### config.mk
export PLATFORM = sky130hd
export DESIGN_NAME = deadtime_leg
export DESIGN_NICKNAME = d
export VERILOG_FILES = /design/src/rtl/deadtime_leg.sv
export SDC_FILE = /design/constraint.sdc
export NUM_CORES = 1
export LEC_CHECK = 0
export BUFFER_PORTS_ARGS = -buffer_cell sky130_fd_sc_hd__buf_2
export CORE_MARGIN = 10
export CORE_UTILIZATION = 50
export CTS_CLUSTER_SIZE = 10
export DETAILED_ROUTE_END_ITERATION = 6
export GPL_TIMING_DRIVEN = 0
export PLACE_DENSITY = 0.64
export SYNTH_ARGS = -nofsm -noshare
export SYNTH_HDL_FRONTEND = slang
export SYNTH_SLANG_ARGS = --single-unit
### constraint.sdc
create_clock -name clk -period 107.1 [get_ports clk]
set_clock_uncertainty 0.05 [all_clocks]
set_input_delay 5.355 -clock clk [delete_from_list [all_inputs] [get_ports clk]]
set_output_delay 5.355 -clock clk [all_outputs]
set_load 0.05 [all_outputs]
### src/rtl/deadtime_leg.sv
module deadtime_leg #(
  parameter int CW        = 8,
  parameter int SW        = 8,
  parameter int PEAK_CODE = 128,
  parameter int FIX_CYC   = 2
) (
  input  logic          clk,
  input  logic          rst_n,
  input  logic          drv_in,
  input  logic          bypass,
  input  logic [CW-1:0] cs_code,
  input  logic [CW-1:0] set_code,
  input  logic [SW-1:0] scale,
  output logic          gate_hi,
  output logic          gate_lo
);
  localparam int OFS = PEAK_CODE / 4;
  localparam int LW  = CW + 2;
  localparam int PW  = SW + LW;
  localparam int DW  = SW + $clog2(FIX_CYC + 2) + 1;

  logic [CW-1:0] diff;
  logic [CW+1:0] diff3;
  logic [LW-1:0] level;
  logic [PW-1:0] quot;
  logic [DW-1:0] dead;
  logic [DW-1:0] cnt;
  logic          busy;

  assign diff  = (cs_code > set_code) ? cs_code - set_code : '0;
  assign diff3 = {2'b00, diff} + {1'b0, diff, 1'b0};
  assign level = LW'(OFS) + LW'(diff3 >> 2);
  assign quot  = (PW'(scale) * PW'(OFS)) / PW'(level);
  assign dead  = DW'(quot) + DW'(FIX_CYC);

  always_ff @(posedge clk) begin
    if (!rst_n) begin
      gate_hi <= 1'b0;
      gate_lo <= 1'b0;
      busy    <= 1'b0;
      cnt     <= '0;
    end else if (bypass) begin
      gate_hi <= drv_in;
      gate_lo <= !drv_in;
      busy    <= 1'b0;
      cnt     <= '0;
    end else if (busy) begin
      if (cnt <= DW'(1)) begin
        gate_hi <= drv_in;
        gate_lo <= !drv_in;
        busy    <= 1'b0;
      end else begin
        cnt <= cnt - DW'(1);
      end
    end else if (gate_hi != drv_in || gate_lo != !drv_in) begin
      gate_hi <= 1'b0;
      gate_lo <= 1'b0;
      busy    <= 1'b1;
      cnt     <= dead;
    end
  end
endmodule


==> results of run 1 <==
[cell usage after synthesis, drive strengths merged, types with 15 or more instances]
| library cell | count |
|---|---|
| o21a | 62 |
| clkbuf | 30 |
| nand4 | 20 |
| nand2 | 105 |
| nor3 | 73 |
| nor2b | 17 |
| o21ai | 84 |
| ha | 140 |
| a21oi | 99 |
| xor2 | 16 |
| xnor2 | 47 |
| mux2i | 17 |
| o31ai | 18 |
| nand3 | 28 |
| inv | 57 |
| or3 | 24 |
| a31oi | 15 |
| mux2 | 29 |
| or2 | 16 |
| a21o | 35 |
| nand2b | 24 |
| o211ai | 19 |
| and2 | 22 |
| nor2 | 145 |
[kinds of logic after synthesis]
group / after synthesis / share of synthesized area [%]
other cells: 1 / 0.0391
xor+xnor: 63 / 5.95
fa+ha+maj: 144 / 19.0
compound gates: 461 / 34.7
flops: 14 / 2.92
mux: 46 / 5.18
buf+inv: 98 / 4.14
simple gates: 526 / 28.1
[per-layer routing]
metal	wire length [um]	track usage [%]
met1	13900	30.8
met2	12200	35.3
met3	1100	0.836
met4	420	3.26
met5	0	0
[metrics by stage]
step / cell area [sq um] / hold WS, ns / worst slack (ns) / instances / utilization (%)
6_report: 10100 / 0.473 / 56.35 / 1625 / 54.1
2_1_floorplan: 9600 / 0.430 / 64.12 / 1357 / -
3_5_place_dp: 10100 / 0.463 / 56.81 / 1621 / 53.6
5_1_grt: 10100 / 0.523 / 52.31 / 1625 / 54.1
4_1_cts: 10100 / 0.477 / 56.85 / 1625 / 54.1
3_3_place_gp: 10000 / 0.455 / 56.42 / 1620 / 53.5
[how the worst min path moves through the flow]
stage                 start       to
detailed placement   cnt[9]   cnt[9]
CTS                  cnt[9]   cnt[9]
global placement     cnt[9]   cnt[9]
finish              gate_hi  gate_hi
floorplan            cnt[9]   cnt[9]
global route         cnt[5]   cnt[5]
[final cells by class]
class	instances	area, sq um
sequential	14	280
multi-input combinational	1245	8930
timing repair buffer	30	160
tap	234	293
buffer	41	183
fill	1910	8620
clock buffer	4	88.8
inverter	57	214
[critical path, delay by kind of cell]
family / cells / cell delay (ns)
mux: 4 / 1.22
compound gates: 100 / 22.00
fa+ha+maj: 19 / 5.91
buf+inv: 24 / 5.72
simple gates: 55 / 10.52
[flip-flops by register name, indices dropped and copies added, names as in the netlist]
| signal | cells |
|---|---|
| busy | 1 |
| gate_hi | 1 |
| cnt | 11 |
| gate_lo | 1 |
==> flow_summary.html, run 1 <==
<table>
<tr><th>Metric</th><th>Value</th></tr>
<tr><th colspan="2">Outcome</th></tr>
<tr><td>Outcome</td><td>completed</td></tr>
<tr><th colspan="2">GRT</th></tr>
<tr><td>Global routing usage summed across all routing layers</td><td>21.5%</td></tr>
<tr><td>Maximum number of pins on one net before global-route repair</td><td>21</td></tr>
<tr><td>Global-route wire length before repair</td><td>46000 um</td></tr>
<tr><td>Initial antenna violation count</td><td>0</td></tr>
<tr><td>Aggregate global routing overflow</td><td>0</td></tr>
<tr><td>Number of global-route vias before repair</td><td>9382</td></tr>
<tr><th colspan="2">Route</th></tr>
<tr><td>Number of detailed-route iterations in the first pass</td><td>5</td></tr>
<tr><td>Detailed-route wire length per cell</td><td>17.0 um</td></tr>
<tr><td>Routed vias/inst</td><td>6.25</td></tr>
<tr><td>Drc violations</td><td>0</td></tr>
<tr><td>Iteration-0 DRC count of the detailed router</td><td>619</td></tr>
<tr><td>Post-detailed-routing wire length</td><td>27600 um</td></tr>
<tr><td>Via count</td><td>10200</td></tr>
<tr><td>Post-detailed-route count of antenna-violating nets</td><td>0</td></tr>
<tr><th colspan="2">Synthesis</th></tr>
<tr><td>Number of flip-flops and latches in the synthesized netlist</td><td>14</td></tr>
<tr><td>Number of different library cells in the post-synthesis netlist</td><td>115</td></tr>
<tr><td>Area share of the largest cell type after synthesis</td><td>18.3%</td></tr>
<tr><td>Proportion of register bits with asynchronous set or reset after synthesis</td><td>0%</td></tr>
<tr><td>Top area cells in the synthesized netlist</td><td>sky130_fd_sc_hd__ha_1 (18%), sky130_fd_sc_hd__nor2_1 (5.6%), sky130_fd_sc_hd__a21oi_1 (5.0%)</td></tr>
<tr><td>Sequential-to-total area share from yosys stat</td><td>2.92%</td></tr>
<tr><td>Synthesis Warnings</td><td>0</td></tr>
<tr><td>Per-instance average area after synthesis</td><td>7.09 sq um</td></tr>
<tr><td>Top flip-flop cell by instance count after synthesis</td><td>sky130_fd_sc_hd__dfxtp_1</td></tr>
<tr><td>Post-synthesis cell type with the largest combined area</td><td>sky130_fd_sc_hd__ha_1</td></tr>
<tr><td>EDFF count, synth</td><td>0</td></tr>
<tr><td>Cells after Synth</td><td>1353</td></tr>
<tr><td>Synth Cell Area</td><td>9590 sq um</td></tr>
<tr><th colspan="2">Setup path</th></tr>
<tr><td>Critical path's slowest cell</td><td>sky130_fd_sc_hd__o41ai_2</td></tr>
<tr><td>Capture instance of the worst register-to-register path</td><td>cnt[0]</td></tr>
<tr><td>CP Max Fanout</td><td>10</td></tr>
<tr><td>Reg-to-reg setup timing slack</td><td>104.49 ns</td></tr>
<tr><td>Most Frequent Cell on Critical Path</td><td>sky130_fd_sc_hd__o21a_1</td></tr>
<tr><td>Delay of the slowest critical-path stage</td><td>0.96 ns</td></tr>
<tr><td>Critical path required time</td><td>107.16 ns</td></tr>
<tr><td>Critical path launch point</td><td>cs_code[0]</td></tr>
<tr><td>Worst-case reg-to-reg path depth</td><td>12</td></tr>
<tr><td>FF-to-FF Start</td><td>cnt[5]</td></tr>
<tr><td>WS Path Type</td><td>input pin to register</td></tr>
<tr><td>Arrival time at the worst endpoint</td><td>50.81 ns</td></tr>
<tr><td>Kind of start point of the critical path</td><td>input pin</td></tr>
<tr><td>Capturing element of the worst setup path</td><td>cnt[0]</td></tr>
<tr><td>Category of the worst setup path capture point</td><td>register</td></tr>
<tr><th colspan="2">Placement</th></tr>
<tr><td>Number of port buffers</td><td>29</td></tr>
<tr><td>Detailed placement HPWL</td><td>22500 um</td></tr>
<tr><td>RD Place Congestion</td><td>0.924</td></tr>
<tr><th colspan="2">CTS</th></tr>
<tr><td>Clock network latency to the later pin of the worst-skew pair</td><td>0.25 ns</td></tr>
<tr><td>Resized Gates After CTS</td><td>0</td></tr>
<tr><td>Clk slew on worst S/H paths</td><td>0.05 ns</td></tr>
<tr><td>Maximum number of buffers from clock root to sink</td><td>2</td></tr>
<tr><td>TritonCTS Sinks</td><td>14</td></tr>
<tr><td>Setup Buffers After CTS</td><td>0</td></tr>
<tr><td>Count of hold buffers inserted by post-cts repair</td><td>0</td></tr>
<tr><td>Clock Tree Root</td><td>sky130_fd_sc_hd__clkbuf_16</td></tr>
<tr><td>Clock tree from TritonCTS</td><td>done</td></tr>
<tr><td>Htree depth</td><td>1</td></tr>
<tr><td>Number of buffers inserted during clock tree synthesis</td><td>3</td></tr>
<tr><th colspan="2">Die</th></tr>
<tr><td>Die width</td><td>158 um</td></tr>
<tr><td>Starting density of the core</td><td>51.1%</td></tr>
<tr><td>Boundary pin count</td><td>30</td></tr>
<tr><td>Placeable core region</td><td>18800 sq um</td></tr>
<tr><td>DIE AREA</td><td>25100 sq um</td></tr>
<tr><td>DIE HEIGHT</td><td>158 um</td></tr>
<tr><td>Count of standard-cell rows</td><td>50</td></tr>
<tr><th colspan="2">Final layout</th></tr>
<tr><td>Number of nets in the finished design</td><td>1563</td></tr>
<tr><td>Most frequent standard cell in the layout excluding fill and tap cells</td><td>sky130_fd_sc_hd__nor2_1</td></tr>
<tr><td>Share of final-layout standard cells stronger than drive strength 1</td><td>9.56%</td></tr>
<tr><td>Synth-to-layout area growth</td><td>5.83%</td></tr>
<tr><td>Number of diodes</td><td>0</td></tr>
<tr><td>Commonest non-fill, non-tap cells in the layout</td><td>sky130_fd_sc_hd__nor2_1 (142), sky130_fd_sc_hd__ha_1 (140), sky130_fd_sc_hd__nand2_1 (103)</td></tr>
<tr><th colspan="2">Timing</th></tr>
<tr><td>Fmax</td><td>19.7 MHz</td></tr>
<tr><td>Slew Limit Fails</td><td>0</td></tr>
<tr><td>Setup Viol. Count Final</td><td>0</td></tr>
<tr><td>Slew of the pin with the lowest slew margin</td><td>1.09 ns</td></tr>
<tr><td>Final critical delay including setup and external delays</td><td>50.75 ns</td></tr>
<tr><td>Headroom to the max-slew limit</td><td>27.3%</td></tr>
<tr><td>Hold violation total from the final report</td><td>0</td></tr>
<tr><td>Final worst path period share</td><td>47.4%</td></tr>
<tr><td>Total negative slack for setup checks</td><td>0 ns</td></tr>
<tr><td>Setup repair after global routing missed its margin</td><td>false</td></tr>
<tr><th colspan="2">Flow run</th></tr>
<tr><td>Max-Cap Viols</td><td>0</td></tr>
<tr><th colspan="2">Hold path</th></tr>
<tr><td>Type of the tightest min-delay check</td><td>register to register</td></tr>
<tr><td>Hold path depth</td><td>2</td></tr>
</table>
Power of run 1 is left out: the tool's default activity adds up to more than one toggle a clock period on the data nets, which glitch-free logic cannot reach.
==> run 2, diff against run 1 <==
--- a/config.mk
+++ b/config.mk
@@ -11,7 +11,7 @@
 export CTS_CLUSTER_SIZE = 10
 export DETAILED_ROUTE_END_ITERATION = 6
 export GPL_TIMING_DRIVEN = 0
-export PLACE_DENSITY = 0.64
+export PLACE_DENSITY = 0.67
 export SYNTH_ARGS = -nofsm -noshare
 export SYNTH_HDL_FRONTEND = slang
 export SYNTH_SLANG_ARGS = --single-unit
==> constraint.sdc (replaced) <==
create_clock -name clk -period 41.1 [get_ports clk]
set_clock_uncertainty 0.05 [all_clocks]
set_input_delay 2.055 -clock clk [delete_from_list [all_inputs] [get_ports clk]]
set_output_delay 2.055 -clock clk [all_outputs]
set_load 0.05 [all_outputs]
==> run 2 against run 1 <==
  * Via count is 4.8% higher
  * Critical path depth stayed put
  * Sequential share of layout area decreased by 0.29 points
  * Clock-buffer cell count decreased by 1
  * Non-clock buffer count up 65
  * Global-route usage rose by 0.18 points
  * Worst hold slack better by 0.0014 ns
  * Final area increased by 12%
  * Largest cell class unchanged
  * Register-to-register slack got worse by 66 ns
  * First-iteration DRC count rose by 26%
  * Critical endpoint unchanged
==> flow_summary.html, run 2 (synthesized netlist as in run 1, its figures left out) <==
<table>
<tr><th>Metric</th><th>Value</th></tr>
<tr><th colspan="2">Outcome</th></tr>
<tr><td>Outcome</td><td>completed</td></tr>
<tr><th colspan="2">Die</th></tr>
<tr><td>DIE HEIGHT</td><td>158 um</td></tr>
<tr><td>DIE AREA</td><td>25100 sq um</td></tr>
<tr><td>Count of standard-cell rows</td><td>50</td></tr>
<tr><td>Placeable core region</td><td>18800 sq um</td></tr>
<tr><td>Boundary pin count</td><td>30</td></tr>
<tr><td>Die width</td><td>158 um</td></tr>
<tr><td>Starting density of the core</td><td>51.1%</td></tr>
<tr><th colspan="2">CTS</th></tr>
<tr><td>Maximum number of buffers from clock root to sink</td><td>2</td></tr>
<tr><td>Clock tree from TritonCTS</td><td>done</td></tr>
<tr><td>Number of buffers inserted during clock tree synthesis</td><td>3</td></tr>
<tr><td>TritonCTS Sinks</td><td>14</td></tr>
<tr><td>Clock Tree Root</td><td>sky130_fd_sc_hd__clkbuf_16</td></tr>
<tr><td>Clock network latency to the later pin of the worst-skew pair</td><td>0.24 ns</td></tr>
<tr><td>Clk slew on worst S/H paths</td><td>0.05 ns</td></tr>
<tr><td>Htree depth</td><td>1</td></tr>
<tr><th colspan="2">GRT</th></tr>
<tr><td>Number of global-route vias before repair</td><td>9559</td></tr>
<tr><td>Initial antenna violation count</td><td>0</td></tr>
<tr><td>Global routing usage summed across all routing layers</td><td>21.7%</td></tr>
<tr><td>Aggregate global routing overflow</td><td>0</td></tr>
<tr><td>Maximum number of pins on one net before global-route repair</td><td>21</td></tr>
<tr><td>Global-route wire length before repair</td><td>46400 um</td></tr>
<tr><th colspan="2">Timing</th></tr>
<tr><td>Setup Viol. Count Final</td><td>0</td></tr>
<tr><td>Worst-case setup margin in the final layout</td><td>1.66 ns</td></tr>
<tr><td>Slew Limit Fails</td><td>0</td></tr>
<tr><td>Headroom to the max-slew limit</td><td>39.3%</td></tr>
<tr><td>Hold violation total from the final report</td><td>0</td></tr>
<tr><td>Final worst path period share</td><td>96.0%</td></tr>
<tr><td>Fmax</td><td>25.4 MHz</td></tr>
<tr><td>Slew of the pin with the lowest slew margin</td><td>0.903 ns</td></tr>
<tr><td>Final critical delay including setup and external delays</td><td>39.44 ns</td></tr>
<tr><th colspan="2">Route</th></tr>
<tr><td>Uppermost layer routed</td><td>met4</td></tr>
<tr><td>Detailed-route wire length per cell</td><td>17.4 um</td></tr>
<tr><td>Via count</td><td>10600</td></tr>
<tr><td>Number of detailed-route iterations in the first pass</td><td>7</td></tr>
<tr><td>Detailed-route wire length on metal 1</td><td>14000 um</td></tr>
<tr><td>Detailed route wirelength on metal2</td><td>13600 um</td></tr>
<tr><td>Drc violations</td><td>0</td></tr>
<tr><td>Routed vias/inst</td><td>6.30</td></tr>
<tr><td>Iteration-0 DRC count of the detailed router</td><td>783</td></tr>
<tr><td>Routed length on met3</td><td>1380 um</td></tr>
<tr><td>Post-detailed-routing wire length</td><td>29400 um</td></tr>
<tr><td>Post-detailed-route count of antenna-violating nets</td><td>0</td></tr>
<tr><th colspan="2">Setup path</th></tr>
<tr><td>Most Frequent Cell on Critical Path</td><td>sky130_fd_sc_hd__o21a_1</td></tr>
<tr><td>Critical path required time</td><td>41.15 ns</td></tr>
<tr><td>Category of the worst setup path capture point</td><td>register</td></tr>
<tr><td>Critical path launch point</td><td>cs_code[0]</td></tr>
<tr><td>Delay of the slowest critical-path stage</td><td>0.52 ns</td></tr>
<tr><td>WS Path Type</td><td>input pin to register</td></tr>
<tr><td>Count of buffering cells on the critical path with inverters included</td><td>18</td></tr>
<tr><td>CP Max Fanout</td><td>10</td></tr>
<tr><td>Delay-heaviest family, CP</td><td>compound AO/OA/AOI/OAI gates</td></tr>
<tr><td>FF-to-FF Start</td><td>cnt[5]</td></tr>
<tr><td>Arrival time at the worst endpoint</td><td>39.48 ns</td></tr>
<tr><td>Worst path depth</td><td>202</td></tr>
<tr><td>Critical path's slowest cell</td><td>sky130_fd_sc_hd__or4_1</td></tr>
<tr><td>Kind of start point of the critical path</td><td>input pin</td></tr>
<tr><td>Worst-case reg-to-reg path depth</td><td>12</td></tr>
<tr><th colspan="2">Final layout</th></tr>
<tr><td>Share of final-layout standard cells stronger than drive strength 1</td><td>21.2%</td></tr>
<tr><td>Number of diodes</td><td>0</td></tr>
<tr><td>Post-route non-filler standard cell count</td><td>1690</td></tr>
<tr><td>Most frequent standard cell in the layout excluding fill and tap cells</td><td>sky130_fd_sc_hd__ha_1</td></tr>
<tr><td>Synth-to-layout area growth</td><td>18.4%</td></tr>
<tr><td>Number of nets in the finished design</td><td>1629</td></tr>
<tr><td>Commonest non-fill, non-tap cells in the layout</td><td>sky130_fd_sc_hd__ha_1 (132), sky130_fd_sc_hd__nor2_1 (131), sky130_fd_sc_hd__nand2_1 (98)</td></tr>
<tr><td>Count of fill cells added during filler insertion</td><td>1722</td></tr>
<tr><td>Register with the most flip-flops</td><td>cnt</td></tr>
<tr><td>Number of flip-flops in the largest register</td><td>11</td></tr>
<tr><th colspan="2">Placement</th></tr>
<tr><td>Pre-CTS setup slack</td><td>-5.83 ns</td></tr>
<tr><td>Cell total after placement</td><td>1621</td></tr>
<tr><td>Number of port buffers</td><td>29</td></tr>
<tr><td>RD Place Congestion</td><td>0.934</td></tr>
<tr><td>Detailed placement HPWL</td><td>22200 um</td></tr>
<tr><th colspan="2">Flow run</th></tr>
<tr><td>Max-Cap Viols</td><td>0</td></tr>
<tr><th colspan="2">Hold path</th></tr>
<tr><td>Type of the tightest min-delay check</td><td>register to register</td></tr>
<tr><td>Worst hold path startpoint</td><td>cnt[9]</td></tr>
<tr><td>Hold path depth</td><td>2</td></tr>
</table>
run 2: cell count changes in the layout (fill, tap and decap cells not counted), moves of 7 or more:
cell / delta
sky130_fd_sc_hd__o21ai_0: -14
sky130_fd_sc_hd__clkbuf_1: -15
sky130_fd_sc_hd__nor2_1: -11
sky130_fd_sc_hd__o21ai_2: +7
sky130_fd_sc_hd__ha_4: +7
sky130_fd_sc_hd__ha_1: -8
sky130_fd_sc_hd__nor2_2: +7
sky130_fd_sc_hd__a21oi_2: +13
sky130_fd_sc_hd__buf_4: +69
sky130_fd_sc_hd__a21oi_1: -15
run 2: final timing paths:
check,to,slack [ns]
setup / recovery,cnt[0],1.66
hold / removal,cnt[9],0.47
setup reg to reg,cnt[0],38.51
hold reg to reg,cnt[9],0.47
run 2: metrics by stage:
stage                     cell area, sq um  hold slack [ns]  utilization, %  TNS [ns]
after CTS                            10500            0.478            55.9         0
after global placement               10000            0.457            53.5    -54.51
after global routing                 11400            0.508            60.5    -0.275
after detailed placement             10100            0.470            53.6    -53.34
final                                11400            0.474            60.5         0
after floorplan                       9600            0.430               -         0
run 2: repair_timing:
action / 4_1_cts / 5_1_grt
setup buffers: 13 / 56
cloned: 0 / 1
pin swaps: 7 / 46
hold buffers: 0 / 0
endpoints found under the setup margin: 11 / 11
resized for setup: 77 / 110
run 2: layout make-up:
type	instances	area (sq um)	area share [%]
Clock buffer	3	75.1	0.661
Timing Repair Buffer	99	682	6.00
Buffer	37	255	2.25
Sequential cell	14	280	2.47
Inverter	57	221	1.95
Tap cell	234	293	2.58
Multi-Input combinational cell	1245	9550	84.0
Timing Repair inverter	1	5.00	0.0441
run 2: routing by layer:
metal | global-route usage, % | vias to the layer above
met5 | 0 | -
met3 | 1.08 | 31
li1 | - | 5346
met1 | 30.2 | 4974
met2 | 36.5 | 295
met4 | 3.44 | 0
run 2: worst register-to-register path: stages (launching register included):
cell and delay, ns:
sky130_fd_sc_hd__dfxtp_1 0.33, sky130_fd_sc_hd__nor2_1 0.18, sky130_fd_sc_hd__nand2_1 0.12, sky130_fd_sc_hd__nor3_1 0.35, sky130_fd_sc_hd__o2111a_1 0.37, sky130_fd_sc_hd__nor2_1 0.14
sky130_fd_sc_hd__a21oi_1 0.17, sky130_fd_sc_hd__a21oi_1 0.08, sky130_fd_sc_hd__nor2_1 0.13, sky130_fd_sc_hd__o211ai_1 0.10, sky130_fd_sc_hd__a21oi_1 0.16, sky130_fd_sc_hd__o211a_1 0.16
sky130_fd_sc_hd__a31oi_1 0.11
Power of run 2 is left out for the same reason.
